$ cat src/rtl/mmerr_pkg.sv
package mmerr_pkg;

    typedef enum logic [1:0] {
        ST_IDLE  = 2'd0,
        ST_LIVE  = 2'd1,
        ST_FLUSH = 2'd2
    } beat_state_e;

    localparam int CAUSE_W     = 6;
    localparam int CZ_RD_BURST = 0;
    localparam int CZ_RD_BE    = 1;
    localparam int CZ_WR_BE    = 2;
    localparam int CZ_WR_BURST = 3;
    localparam int CZ_WR_OOB   = 4;
    localparam int CZ_RD_OOB   = 5;

endpackage

$ cat src/rtl/mmerr_req_check.sv
module mmerr_req_check
    import mmerr_pkg::*;
#(
    parameter int AW        = 16,
    parameter int BCW       = 8,
    parameter int BEW       = 4,
    parameter int MAX_BURST = 16
) (
    input  logic               is_write,
    input  logic [AW-1:0]      addr,
    input  logic [BCW-1:0]     burst,
    input  logic [BEW-1:0]     byteen,
    input  logic               win_en,
    input  logic [AW-1:0]      win_base,
    input  logic [AW-1:0]      win_size,
    output logic [CAUSE_W-1:0] causes,
    output logic [BCW-1:0]     beats,
    output logic               rd_fault
);
    localparam int SW = ((AW > BCW) ? AW : BCW) + 2;
    localparam logic [BCW-1:0] MAXB = BCW'(MAX_BURST);
    localparam logic [BCW-1:0] ONE  = BCW'(1);

    logic          burst_ok;
    logic          rd_be_ok;
    logic          wr_be_ok;
    logic          in_win;
    logic [SW-1:0] addr_x, base_x, size_x, beats_x, span;

    always_comb begin
        burst_ok = (burst != '0) && (burst <= MAXB);
        rd_be_ok = &byteen;
        wr_be_ok = |byteen;
        beats    = burst_ok ? burst : ONE;
    end

    always_comb begin
        addr_x  = SW'(addr);
        base_x  = SW'(win_base);
        size_x  = SW'(win_size);
        beats_x = SW'(beats);
        span    = addr_x - base_x + beats_x;
        in_win  = win_en && (addr_x >= base_x) && (span <= size_x);
    end

    always_comb begin
        causes              = '0;
        causes[CZ_RD_BURST] = !is_write && !burst_ok;
        causes[CZ_RD_BE]    = !is_write && !rd_be_ok;
        causes[CZ_WR_BE]    =  is_write && !wr_be_ok;
        causes[CZ_WR_BURST] =  is_write && !burst_ok;
        causes[CZ_WR_OOB]   =  is_write && !in_win;
        causes[CZ_RD_OOB]   = !is_write && !in_win;
        rd_fault = causes[CZ_RD_BURST] | causes[CZ_RD_BE] | causes[CZ_RD_OOB];
    end

endmodule

$ cat src/rtl/mmerr_beat_fsm.sv
module mmerr_beat_fsm
    import mmerr_pkg::*;
#(
    parameter int DW  = 32,
    parameter int BCW = 8
) (
    input  logic           clk,
    input  logic           rst_n,
    input  logic           start_rd,
    input  logic           start_fault,
    input  logic [BCW-1:0] start_beats,
    input  logic           rsp_valid,
    input  logic           rsp_error,
    input  logic           rsp_timeout,
    input  logic [DW-1:0]  rsp_data,
    output logic           idle,
    output logic           rd_valid,
    output logic [DW-1:0]  rd_data,
    output logic           rd_err
);
    localparam logic [BCW-1:0] ONE = BCW'(1);

    beat_state_e    state_q, state_d;
    logic [BCW-1:0] left_q, left_d;

    // state register
    always_ff @(posedge clk or negedge rst_n) begin
        if (!rst_n) begin
            state_q <= ST_IDLE;
            left_q  <= '0;
        end else begin
            state_q <= state_d;
            left_q  <= left_d;
        end
    end

    // next state
    always_comb begin
        state_d = state_q;
        left_d  = left_q;
        unique case (state_q)
            ST_IDLE: begin
                if (start_rd) begin
                    state_d = start_fault ? ST_FLUSH : ST_LIVE;
                    left_d  = start_beats;
                end
            end
            ST_LIVE: begin
                if (rsp_timeout) begin
                    state_d = ST_FLUSH;
                end else if (rsp_valid) begin
                    left_d = left_q - ONE;
                    if (left_q == ONE) state_d = ST_IDLE;
                end
            end
            ST_FLUSH: begin
                left_d = left_q - ONE;
                if (left_q == ONE) state_d = ST_IDLE;
            end
            default: begin
                state_d = ST_IDLE;
                left_d  = '0;
            end
        endcase
    end

    // registered beat outputs
    always_ff @(posedge clk or negedge rst_n) begin
        if (!rst_n) begin
            rd_valid <= 1'b0;
            rd_err   <= 1'b0;
            rd_data  <= '0;
        end else begin
            rd_valid <= 1'b0;
            rd_err   <= 1'b0;
            rd_data  <= '0;
            unique case (state_q)
                ST_LIVE: begin
                    if (!rsp_timeout && rsp_valid) begin
                        rd_valid <= 1'b1;
                        rd_err   <= rsp_error;
                        rd_data  <= rsp_error ? '0 : rsp_data;
                    end
                end
                ST_FLUSH: begin
                    rd_valid <= 1'b1;
                    rd_err   <= 1'b1;
                end
                default: ;
            endcase
        end
    end

    assign idle = (state_q == ST_IDLE);

    AST_ERR_DATA_ZERO: assert property (@(posedge clk) disable iff (!rst_n)
        (rd_valid && rd_err) |-> (rd_data == '0));
    AST_TIMEOUT_FLUSH: assert property (@(posedge clk) disable iff (!rst_n)
        (state_q == ST_LIVE && rsp_timeout) |=> (state_q == ST_FLUSH));
    AST_FLUSH_BEAT: assert property (@(posedge clk) disable iff (!rst_n)
        (state_q == ST_FLUSH) |=> (rd_valid && rd_err));
    AST_LEFT_NONZERO: assert property (@(posedge clk) disable iff (!rst_n)
        (state_q != ST_IDLE) |-> (left_q != '0));
    AST_IDLE_NO_BEAT: assert property (@(posedge clk) disable iff (!rst_n)
        (state_q == ST_IDLE) |=> !rd_valid);

endmodule

$ cat src/rtl/mmerr_cause_regs.sv
module mmerr_cause_regs
    import mmerr_pkg::*;
(
    input  logic               clk,
    input  logic               rst_n,
    input  logic [CAUSE_W-1:0] set_vec,
    input  logic               reg_sel,
    input  logic               reg_we,
    input  logic [CAUSE_W-1:0] reg_wdata,
    output logic [CAUSE_W-1:0] reg_rdata,
    output logic               irq
);
    logic [CAUSE_W-1:0] cause_q;
    logic [CAUSE_W-1:0] en_q;
    logic [CAUSE_W-1:0] clr_mask;
    logic [CAUSE_W-1:0] keep_mask;

    assign clr_mask  = (reg_we && !reg_sel) ? reg_wdata : '0;
    assign keep_mask = cause_q & ~clr_mask;

    for (genvar i = 0; i < CAUSE_W; i++) begin : g_cause
        always_ff @(posedge clk or negedge rst_n) begin
            if (!rst_n)           cause_q[i] <= 1'b0;
            else if (set_vec[i])  cause_q[i] <= 1'b1;
            else if (clr_mask[i]) cause_q[i] <= 1'b0;
        end
    end

    always_ff @(posedge clk or negedge rst_n) begin
        if (!rst_n)                 en_q <= '0;
        else if (reg_we && reg_sel) en_q <= reg_wdata;
    end

    assign reg_rdata = reg_sel ? en_q : cause_q;
    assign irq       = |(cause_q & en_q);

    AST_STICKY_HOLD: assert property (@(posedge clk) disable iff (!rst_n)
        1'b1 |=> ((cause_q & $past(keep_mask)) == $past(keep_mask)));
    AST_SET_SEEN: assert property (@(posedge clk) disable iff (!rst_n)
        (set_vec != '0) |=> ((cause_q & $past(set_vec)) == $past(set_vec)));
    AST_IRQ_MASKED: assert property (@(posedge clk) disable iff (!rst_n)
        (en_q == '0) |-> !irq);

endmodule

$ cat src/rtl/mmerr_reporter.sv
module mmerr_reporter
    import mmerr_pkg::*;
#(
    parameter int AW        = 16,
    parameter int DW        = 32,
    parameter int BCW       = 8,
    parameter int MAX_BURST = 16
) (
    input  logic               clk,
    input  logic               rst_n,
    input  logic               req_valid,
    input  logic               req_write,
    input  logic [AW-1:0]      req_addr,
    input  logic [BCW-1:0]     req_burst,
    input  logic [DW/8-1:0]    req_byteen,
    output logic               req_ready,
    input  logic               win_en,
    input  logic [AW-1:0]      win_base,
    input  logic [AW-1:0]      win_size,
    input  logic               rsp_valid,
    input  logic               rsp_error,
    input  logic               rsp_timeout,
    input  logic [DW-1:0]      rsp_data,
    output logic               rd_valid,
    output logic [DW-1:0]      rd_data,
    output logic               rd_err,
    input  logic               reg_sel,
    input  logic               reg_we,
    input  logic [CAUSE_W-1:0] reg_wdata,
    output logic [CAUSE_W-1:0] reg_rdata,
    output logic               irq
);
    localparam int BEW = DW / 8;

    logic [CAUSE_W-1:0] causes;
    logic [CAUSE_W-1:0] set_vec;
    logic [BCW-1:0]     beats;
    logic               rd_fault;
    logic               accept;
    logic               start_rd;
    logic               idle;

    mmerr_req_check #(
        .AW(AW), .BCW(BCW), .BEW(BEW), .MAX_BURST(MAX_BURST)
    ) u_check (
        .is_write (req_write),
        .addr     (req_addr),
        .burst    (req_burst),
        .byteen   (req_byteen),
        .win_en   (win_en),
        .win_base (win_base),
        .win_size (win_size),
        .causes   (causes),
        .beats    (beats),
        .rd_fault (rd_fault)
    );

    assign req_ready = idle;
    assign accept    = req_valid && idle;
    assign start_rd  = accept && !req_write;
    assign set_vec   = accept ? causes : '0;

    mmerr_beat_fsm #(.DW(DW), .BCW(BCW)) u_fsm (
        .clk         (clk),
        .rst_n       (rst_n),
        .start_rd    (start_rd),
        .start_fault (rd_fault),
        .start_beats (beats),
        .rsp_valid   (rsp_valid),
        .rsp_error   (rsp_error),
        .rsp_timeout (rsp_timeout),
        .rsp_data    (rsp_data),
        .idle        (idle),
        .rd_valid    (rd_valid),
        .rd_data     (rd_data),
        .rd_err      (rd_err)
    );

    mmerr_cause_regs u_regs (
        .clk       (clk),
        .rst_n     (rst_n),
        .set_vec   (set_vec),
        .reg_sel   (reg_sel),
        .reg_we    (reg_we),
        .reg_wdata (reg_wdata),
        .reg_rdata (reg_rdata),
        .irq       (irq)
    );

    AST_WRITE_NO_BEAT: assert property (@(posedge clk) disable iff (!rst_n)
        (accept && req_write) |=> (req_ready && !rd_valid));
    AST_READ_HOLDS_READY: assert property (@(posedge clk) disable iff (!rst_n)
        start_rd |=> !req_ready);

endmodule

$ cat config.mk
export PLATFORM = sky130hd
export DESIGN_NAME = mmerr_reporter
export DESIGN_NICKNAME = d
export VERILOG_FILES = /design/src/rtl/mmerr_pkg.sv /design/src/rtl/mmerr_req_check.sv /design/src/rtl/mmerr_beat_fsm.sv /design/src/rtl/mmerr_cause_regs.sv /design/src/rtl/mmerr_reporter.sv
export SDC_FILE = /design/constraint.sdc
export NUM_CORES = 1
export LEC_CHECK = 0
export ABC_CLOCK_PERIOD_IN_PS = 3800
export BUFFER_PORTS_ARGS = -buffer_cell sky130_fd_sc_hd__buf_2
export CORE_ASPECT_RATIO = 1.25
export CORE_UTILIZATION = 55
export CTS_CLUSTER_DIAMETER = 100
export DETAILED_ROUTE_END_ITERATION = 10
export MAX_ROUTING_LAYER = met4
export PLACE_DENSITY_LB_ADDON = 0.15
export SLEW_MARGIN = 15
export SYNTH_ARGS = -nofsm -noshare
export SYNTH_HDL_FRONTEND = slang
export SYNTH_SLANG_ARGS = --single-unit
$ cat constraint.sdc
create_clock -name clk -period 3.8 [get_ports clk]
set_input_delay 0.38 -clock clk [delete_from_list [all_inputs] [get_ports clk]]
set_output_delay 0.38 -clock clk [all_outputs]
set_load 0.05 [all_outputs]
==> results of run 1 <==
[repair_timing]
action                                  4_1_cts  5_1_grt
pin swaps                                    28       10
buffers inserted                              8        3
gates resized for setup                      24       13
endpoints found under the setup margin        4        4
endpoints found under the hold margin         0        0
[flip-flops by register name (all words and copies together), names as in the netlist]
register / cells
u_fsm.left_q: 8
u_fsm.rd_data: 32
u_fsm.rd_err: 1
u_fsm.rd_valid: 1
u_fsm.state_q: 2
u_regs.cause_q: 6
u_regs.en_q: 6
[power by group through the flow]
stage,clock (mW),combinational [mW],sequential [mW]
finish,0.328,1.25,0.721
global route,0.349,1.36,0.730
CTS,0.332,1.18,0.720
detailed placement,0,1.12,0.732
global placement,0,1.08,0.728
floorplan,0,0.743,0.729
[cells in the final DEF, fill, tap and decap left out, types with 8 or more instances in the layout]
cell type / n
sky130_fd_sc_hd__xnor2_1: 18
sky130_fd_sc_hd__a21oi_2: 10
sky130_fd_sc_hd__buf_4: 86
sky130_fd_sc_hd__and2_1: 34
sky130_fd_sc_hd__dfrtp_1: 56
sky130_fd_sc_hd__a21oi_1: 21
sky130_fd_sc_hd__a21o_1: 9
sky130_fd_sc_hd__inv_1: 52
sky130_fd_sc_hd__mux2_2: 12
sky130_fd_sc_hd__ha_1: 42
sky130_fd_sc_hd__buf_2: 147
sky130_fd_sc_hd__o21ai_0: 17
sky130_fd_sc_hd__nand3_1: 8
sky130_fd_sc_hd__a22o_1: 9
sky130_fd_sc_hd__nand2_1: 35
sky130_fd_sc_hd__nor2_1: 24
[cells by family (layout without fill, tap and decap cells)]
logic type                 count (synthesis)  in the layout  synth area share (%)
adders and majority gates                 48             48                 14.23
and+or+nand+nor                          156            156                 19.98
DFF                                       56             56                 32.39
AOI/OAI and AO/OA                        109            109                 18.45
muxes                                     12             12                 3.123
xor gates and xnor gates                  27             27                 5.466
buffers and inverters                     63            297                 6.275
other                                      1              3               0.08667
[worst max-delay path, delay by kind of cell]
kind | cells | cell delay (ns)
AO/OA/AOI/OAI | 14 | 2.53
adder cells (fa/ha/maj) | 4 | 1.25
AND/OR/NAND/NOR | 2 | 0.40
XOR/XNOR | 1 | 0.21
buffers and inverters | 3 | 0.19
[final timing paths]
check	from	end	slack (ns)	depth (start not counted)
hold / removal	rst_n	u_fsm.rd_data[18]	0.03	1
setup / recovery	req_addr[0]	u_fsm.state_q[1]	-0.99	24
min in group clk	rsp_data[27]	u_fsm.rd_data[27]	0.26	2
max in group asynchronous	rst_n	u_fsm.rd_data[17]	2.97	2
setup reg to reg	u_fsm.state_q[1]	u_fsm.left_q[7]	1.58	8
hold reg to reg	u_regs.en_q[2]	u_regs.en_q[2]	0.54	1
[stage by stage]
stage / TNS (ns) / std cells / total power, mW
6_report: -3.710 / 800 / 2.297
5_1_grt: -4.830 / 800 / 2.444
2_1_floorplan: -3.092 / 474 / 1.472
4_1_cts: -3.082 / 797 / 2.234
3_3_place_gp: -4.267 / 781 / 1.806
3_5_place_dp: -5.303 / 781 / 1.854
[metal layers]
layer | share of wire, % | GRT usage, %
met5 | 0 | -
met4 | 3.7 | 13.74
met3 | 4.0 | 4.144
met2 | 55 | 57.18
met1 | 37 | 28.81
[area by class of cell]
class,count,area (µm²),area share [%]
multi-input combinational,355,2895,47.35
timing repair buffer,236,1415,23.14
sequential,56,1401,22.92
inverter,53,201.4,3.294
tap,92,115.1,1.883
clock buffer,6,72.57,1.187
clock inverter,2,13.76,0.2251
==> metrics.txt, run 1 <==
# TYPE chip_impl_metric gauge
chip_impl_metric{name="via_count_of_the_first_global_routing_pass",unit=""} 4466
chip_impl_metric{name="cts.htree.levels",unit=""} 2
chip_impl_metric{name="netlist_area",unit="mm²"} 0.004327
chip_impl_metric{name="die_h",unit="µm"} 101.2
chip_impl_info{name="failed_checks",value="setup timing"} 1
chip_impl_metric{name="final_layout_size_suffix_gt1_share",unit="%"} 43.93
chip_impl_metric{name="grt_antenna_before_repair",unit=""} 0
chip_impl_metric{name="cts_sinks",unit=""} 56
chip_impl_metric{name="report.final.hold_viol_count",unit=""} 0
chip_impl_metric{name="worst_hold_slack",unit="ns"} 0.03327
chip_impl_metric{name="cts_inserted_buffers",unit=""} 5
chip_impl_metric{name="synth_cell_types",unit=""} 70
chip_impl_info{name="critical_path.most_common_cell",value="sky130_fd_sc_hd__a21oi_2"} 1
chip_impl_metric{name="ant_nets",unit=""} 0
chip_impl_metric{name="netSwitchingFraction",unit="%"} 40.73
chip_impl_metric{name="first_pass_grt_wire_length",unit="µm"} 18370
chip_impl_metric{name="utilization",unit="%"} 81.65
chip_impl_info{name="timing.critical_path.to_type",value="register"} 1
chip_impl_metric{name="fin_nets",unit=""} 863
chip_impl_metric{name="worst_slew_margin_rel",unit="%"} 65.17
chip_impl_metric{name="clk_path_buf_depth",unit=""} 2
chip_impl_metric{name="final_area",unit="mm²"} 0.006115
chip_impl_metric{name="avgSynthCellArea",unit="µm²"} 9.167
chip_impl_metric{name="timing.max_cap.violations",unit=""} 0
chip_impl_metric{name="num-fill-cells",unit=""} 477
chip_impl_metric{name="largest_net_degree_at_the_start_of_global_routing",unit=""} 34
chip_impl_metric{name="switchingPower",unit="mW"} 0.9357
chip_impl_metric{name="starting_density_of_the_core",unit="%"} 57.78
chip_impl_metric{name="wirelength",unit="µm"} 12330
chip_impl_info{name="synth_most_common_cell",value="sky130_fd_sc_hd__dfrtp_1"} 1
chip_impl_metric{name="die-area",unit="mm²"} 0.008228
chip_impl_metric{name="sequentialPowerShare",unit="%"} 31.4
chip_impl_metric{name="register_area_share_after_synthesis",unit="%"} 32.39
chip_impl_metric{name="standard_cell_rows",unit=""} 35
chip_impl_metric{name="synth_enable_flop_cells",unit=""} 0
chip_impl_metric{name="vias_per_cell",unit=""} 5.494
chip_impl_metric{name="port_buffers",unit=""} 149
chip_impl_info{name="run_status",value="finished with violations"} 1
chip_impl_metric{name="crit_arrival",unit="ns"} 4.99
chip_impl_metric{name="share_clk_of_total_power",unit="%"} 14.3
chip_impl_metric{name="path_max_fanout",unit=""} 4
chip_impl_metric{name="leakage",unit="nW"} 3.331
chip_impl_metric{name="netlist_instances",unit=""} 472
chip_impl_info{name="slowest_stage",value="sky130_fd_sc_hd__fa_2"} 1
chip_impl_metric{name="worst_path_largest_cell_delay",unit="ns"} 0.52
chip_impl_metric{name="vias",unit=""} 4395
chip_impl_metric{name="num_antenna_cells",unit=""} 0
chip_impl_info{name="tritoncts",value="built"} 1
chip_impl_metric{name="post_dp_cell_area",unit="mm²"} 0.005766
chip_impl_metric{name="die_w",unit="µm"} 81.33
chip_impl_info{name="path_class",value="primary input to register"} 1
chip_impl_metric{name="finClkSkew",unit="ns"} 0.004682
chip_impl_metric{name="timing.final.crit_share",unit="%"} 125.9
chip_impl_metric{name="ys_warn_count",unit=""} 0
chip_impl_metric{name="period_minus_slack",unit="ns"} 4.785
chip_impl_metric{name="ctsHoldBuffers",unit=""} 0
chip_impl_info{name="post-synth-top-area-cell",value="sky130_fd_sc_hd__dfrtp_1"} 1
chip_impl_metric{name="timing.final.ws_setup",unit="ns"} -0.9853
chip_impl_metric{name="gp_routability_congestion",unit=""} 0.9072
chip_impl_metric{name="globalRouteTotalUtil",unit="%"} 29.96
chip_impl_metric{name="detailedRoute.firstPassIterationCount",unit=""} 4
chip_impl_metric{name="routedWlPerCell",unit="µm"} 15.41
chip_impl_metric{name="drc_errors",unit=""} 0
chip_impl_info{name="buffer_type_at_the_clock_tree_root",value="sky130_fd_sc_hd__clkbuf_8"} 1
chip_impl_metric{name="drt_first_iter_violations",unit=""} 120
chip_impl_info{name="synth_ff_type",value="sky130_fd_sc_hd__dfrtp_1"} 1
chip_impl_info{name="series_of_cell_instances_along_the_critical_path",value="buf_2 -> inv_4 -> ha_4 -> fa_2 -> inv_1 -> ha_1 -> a21o_1 -> a21oi_2 -> o21bai_1 -> a21oi_2 -> o21ai_2 -> a21oi_2 -> nor2_4 -> xnor2_2 -> ha_1 -> a21oi_1 -> o21ai_0 -> a211oi_2 -> o21ai_2 -> a21oi_2 -> o221ai_2 -> and4bb_1 -> a41oi_4 -> o311a_1"} 1
chip_impl_metric{name="comb_power_share",unit="%"} 54.3
chip_impl_metric{name="netlist.area_leader.share",unit="%"} 32.39
chip_impl_metric{name="vdd_ir_drop_max",unit="µV"} 347.2
chip_impl_info{name="type_of_the_most_critical_hold_path",value="primary input to async pin"} 1
chip_impl_metric{name="finalSetupViolCount",unit=""} 4
chip_impl_metric{name="clk_pin_slew_worst_paths",unit="ns"} 0.10
chip_impl_metric{name="design.core.area",unit="mm²"} 0.007488
chip_impl_metric{name="final_max_slew_viol_count",unit=""} 0
chip_impl_info{name="main_area_contributors_after_synthesis",value="sky130_fd_sc_hd__dfrtp_1, sky130_fd_sc_hd__ha_1, sky130_fd_sc_hd__and2_1"} 1
chip_impl_metric{name="tightest_slew",unit="ns"} 0.5177
chip_impl_metric{name="required",unit="ns"} 4.00
chip_impl_info{name="synth.top_cells.by_count",value="sky130_fd_sc_hd__dfrtp_1, sky130_fd_sc_hd__inv_1, sky130_fd_sc_hd__ha_1"} 1
chip_impl_metric{name="async_flop_share",unit="%"} 100.0
chip_impl_info{name="worstSetupStartpointType",value="primary input"} 1
chip_impl_metric{name="postSynthRegisterBits",unit=""} 56
chip_impl_metric{name="global_route.overflow_total",unit=""} 0
chip_impl_metric{name="powerDensity",unit="mW/mm²"} 375.7
chip_impl_metric{name="detail_placement_hpwl",unit="µm"} 9393
chip_impl_metric{name="setup_slack_at_placement",unit="ns"} -1.340
chip_impl_metric{name="clock.fmax",unit="MHz"} 209.0
chip_impl_info{name="setup_repair_after_global_routing_missed_its_margin",value="true"} 1
chip_impl_metric{name="num_io_pins",unit=""} 150
chip_impl_metric{name="synthToLayoutAreaGrowth",unit="%"} 41.32
chip_impl_metric{name="power.internal",unit="mW"} 1.362
chip_impl_metric{name="clock_latency",unit="ns"} 0.31
(Power assumes the default switching activity.)
==> run 2: changes to the inputs <==
--- a/config.mk
+++ b/config.mk
@@ -13,6 +13,7 @@
 export DETAILED_ROUTE_END_ITERATION = 10
 export MAX_ROUTING_LAYER = met4
 export PLACE_DENSITY_LB_ADDON = 0.15
+export SKIP_LAST_GASP = 1
 export SLEW_MARGIN = 15
 export SYNTH_ARGS = -nofsm -noshare
 export SYNTH_HDL_FRONTEND = slang
==> run 2 against run 1 <==
  * The flow still finishes with violations (setup timing)
  * Setup slack barely moved
  * Fmax about the same
  * Via count did not move
==> metrics.txt, run 2 (synthesis results as in run 1) <==
# TYPE chip_impl_metric gauge
chip_impl_metric{name="worst_slew_margin_rel",unit="%"} 65.17
chip_impl_metric{name="cts_inserted_buffers",unit=""} 5
chip_impl_info{name="buffer_type_at_the_clock_tree_root",value="sky130_fd_sc_hd__clkbuf_8"} 1
chip_impl_info{name="most-common-layout-cells",value="sky130_fd_sc_hd__buf_2, sky130_fd_sc_hd__buf_4, sky130_fd_sc_hd__dfrtp_1"} 1
chip_impl_metric{name="timing.max_cap.violations",unit=""} 0
chip_impl_metric{name="vias_per_cell",unit=""} 5.494
chip_impl_info{name="path_class",value="primary input to register"} 1
chip_impl_info{name="biggestRegsByFlops",value="u_fsm.rd_data: 32 flops, u_fsm.left_q: 8 flops"} 1
chip_impl_metric{name="grt_antenna_before_repair",unit=""} 0
chip_impl_metric{name="clk_pin_slew_worst_paths",unit="ns"} 0.10
chip_impl_info{name="startpoint",value="req_addr[0]"} 1
chip_impl_metric{name="vias",unit=""} 4395
chip_impl_metric{name="wirelength",unit="µm"} 12330
chip_impl_metric{name="timing.final.crit_share",unit="%"} 125.9
chip_impl_metric{name="standard_cell_rows",unit=""} 35
chip_impl_metric{name="largest_net_degree_at_the_start_of_global_routing",unit=""} 34
chip_impl_info{name="setup_repair_after_global_routing_missed_its_margin",value="true"} 1
chip_impl_metric{name="clock.fmax",unit="MHz"} 209.0
chip_impl_metric{name="report.final.hold_viol_count",unit=""} 0
chip_impl_metric{name="cts_sinks",unit=""} 56
chip_impl_metric{name="globalRouteTotalUtil",unit="%"} 29.96
chip_impl_metric{name="die-area",unit="mm²"} 0.008228
chip_impl_metric{name="grt.met2_usage",unit="%"} 57.18
chip_impl_metric{name="starting_density_of_the_core",unit="%"} 57.78
chip_impl_metric{name="final_max_slew_viol_count",unit=""} 0
chip_impl_metric{name="drc_errors",unit=""} 0
chip_impl_metric{name="drt_first_iter_violations",unit=""} 124
chip_impl_info{name="most_frequent_standard_cell_in_the_layout_excluding_fill_and_tap_cells",value="sky130_fd_sc_hd__buf_2"} 1
chip_impl_metric{name="num_antenna_cells",unit=""} 0
chip_impl_metric{name="gp_routability_congestion",unit=""} 0.9072
chip_impl_metric{name="via_count_of_the_first_global_routing_pass",unit=""} 4466
chip_impl_metric{name="finalSetupViolCount",unit=""} 4
chip_impl_info{name="run_status",value="finished with violations"} 1
chip_impl_metric{name="powerDensity",unit="mW/mm²"} 375.7
chip_impl_info{name="worstSetupStartpointType",value="primary input"} 1
chip_impl_info{name="type_of_the_most_critical_hold_path",value="primary input to async pin"} 1
chip_impl_metric{name="detailedRoute.firstPassIterationCount",unit=""} 4
chip_impl_info{name="grt_busiest_layer",value="met2"} 1
chip_impl_info{name="critical_path.reg2reg.startpoint",value="u_fsm.state_q[1]"} 1
chip_impl_metric{name="clk_path_buf_depth",unit=""} 2
chip_impl_metric{name="final_layout_size_suffix_gt1_share",unit="%"} 43.93
chip_impl_metric{name="detail_placement_hpwl",unit="µm"} 9393
chip_impl_metric{name="ant_nets",unit=""} 0
chip_impl_metric{name="period_minus_slack",unit="ns"} 4.785
chip_impl_metric{name="required",unit="ns"} 4.00
chip_impl_metric{name="use_met1",unit="%"} 28.81
chip_impl_info{name="timing.critical_path.to_type",value="register"} 1
chip_impl_metric{name="num_io_pins",unit=""} 150
chip_impl_info{name="register_containing_the_most_flip_flops_in_the_final_layout",value="u_fsm.rd_data"} 1
chip_impl_metric{name="largest_register_ffs",unit=""} 32
chip_impl_info{name="failed_checks",value="setup timing"} 1
chip_impl_info{name="tritoncts",value="built"} 1
chip_impl_metric{name="fin_nets",unit=""} 863
chip_impl_metric{name="utilization",unit="%"} 81.65
chip_impl_metric{name="final.setup.tns",unit="ns"} -3.709
chip_impl_metric{name="timing.final.ws_setup",unit="ns"} -0.9852
chip_impl_metric{name="die_h",unit="µm"} 101.2
chip_impl_metric{name="die_w",unit="µm"} 81.33
chip_impl_metric{name="port_buffers",unit=""} 149
chip_impl_metric{name="cts.htree.levels",unit=""} 2
chip_impl_metric{name="crit_arrival",unit="ns"} 4.99
chip_impl_metric{name="leakage",unit="nW"} 3.331
chip_impl_metric{name="routedWlPerCell",unit="µm"} 15.41
chip_impl_metric{name="vdd_ir_drop_max",unit="µV"} 347.2
chip_impl_metric{name="global_route.overflow_total",unit=""} 0
chip_impl_metric{name="path_max_fanout",unit=""} 4
chip_impl_metric{name="finClkSkew",unit="ns"} 0.004682
chip_impl_metric{name="tightest_slew",unit="ns"} 0.5177
chip_impl_metric{name="grtUsageMet3",unit="%"} 4.144
chip_impl_metric{name="clock_latency",unit="ns"} 0.31
chip_impl_metric{name="first_pass_grt_wire_length",unit="µm"} 18370
chip_impl_metric{name="synthToLayoutAreaGrowth",unit="%"} 41.32
chip_impl_metric{name="num-fill-cells",unit=""} 477
chip_impl_metric{name="design.core.area",unit="mm²"} 0.007488
==> run 2: worst max-delay path, stage by stage <==
cell and delay (ns):
sky130_fd_sc_hd__buf_2 0.10, sky130_fd_sc_hd__inv_4 0.04, sky130_fd_sc_hd__ha_4 0.16, sky130_fd_sc_hd__fa_2 0.52
sky130_fd_sc_hd__inv_1 0.05, sky130_fd_sc_hd__ha_1 0.28, sky130_fd_sc_hd__a21o_1 0.20, sky130_fd_sc_hd__a21oi_2 0.17
sky130_fd_sc_hd__o21bai_1 0.13, sky130_fd_sc_hd__a21oi_2 0.24, sky130_fd_sc_hd__o21ai_2 0.09, sky130_fd_sc_hd__a21oi_2 0.22
sky130_fd_sc_hd__nor2_4 0.07, sky130_fd_sc_hd__xnor2_2 0.21, sky130_fd_sc_hd__ha_1 0.29, sky130_fd_sc_hd__a21oi_1 0.16
sky130_fd_sc_hd__o21ai_0 0.14, sky130_fd_sc_hd__a211oi_2 0.26, sky130_fd_sc_hd__o21ai_2 0.09, sky130_fd_sc_hd__a21oi_2 0.15
sky130_fd_sc_hd__o221ai_2 0.13, sky130_fd_sc_hd__and4bb_1 0.33, sky130_fd_sc_hd__a41oi_4 0.17, sky130_fd_sc_hd__o311a_1 0.38
==> run 2: metal layers <==
metal  part of all wire, %  up-vias
met5                     0        -
met3                   4.0       39
met2                    55      140
li1                      -     2121
met1                    37     2095
met4                   3.7        0
==> run 2: cell type report <==
type,instances,area [µm²],area share (%)
well taps,92,115.1,1.883
multi-input cells,355,2895,47.35
clock inverters,2,13.76,0.2251
repair buffers,236,1415,23.14
inverters,53,201.4,3.294
clock buffers,6,72.57,1.187
flip-flops and latches,56,1401,22.92
==> run 2: report_power, final <==
part | total [mW] | switching [mW] | internal, mW
registers | 0.721 | 0.0608 | 0.660
clock network | 0.328 | 0.196 | 0.132
logic | 1.25 | 0.679 | 0.570
total | 2.30 | 0.936 | 1.36
==> run 2: final timing paths <==
path / end / slack (ns) / depth (start not counted)
min reg2reg: u_regs.en_q[2] / 0.54 / 1
min: u_fsm.rd_data[18] / 0.03 / 1
min in group clk: u_fsm.rd_data[27] / 0.26 / 2
max in group asynchronous: u_fsm.rd_data[17] / 2.97 / 2
max reg2reg: u_fsm.left_q[7] / 1.58 / 8
max: u_fsm.state_q[1] / -0.99 / 24
==> run 2: stage by stage <==
step / power [mW] / setup slack [ns] / instance area, µm² / hold slack, ns / cells
final: 2.297 / -0.9852 / 6115 / 0.03327 / 800
after global routing: 2.444 / -1.248 / 6115 / 0.07258 / 800
after CTS: 2.234 / -0.8174 / 6032 / 0.04080 / 797
after detailed placement: 1.854 / -1.340 / 5766 / 0.3805 / 781
after global placement: 1.806 / -1.074 / 5766 / 0.3755 / 781
after floorplan: 1.472 / -0.7956 / 4400 / 0.08441 / 474
==> run 2: what timing repair did <==
action	in CTS	in global routing
gates cloned	0	0
gates resized for setup	24	13
setup endpoints to repair	4	4
pin swaps	28	10
endpoints found under the hold margin	0	0
setup buffers	8	3
hold buffers	0	0
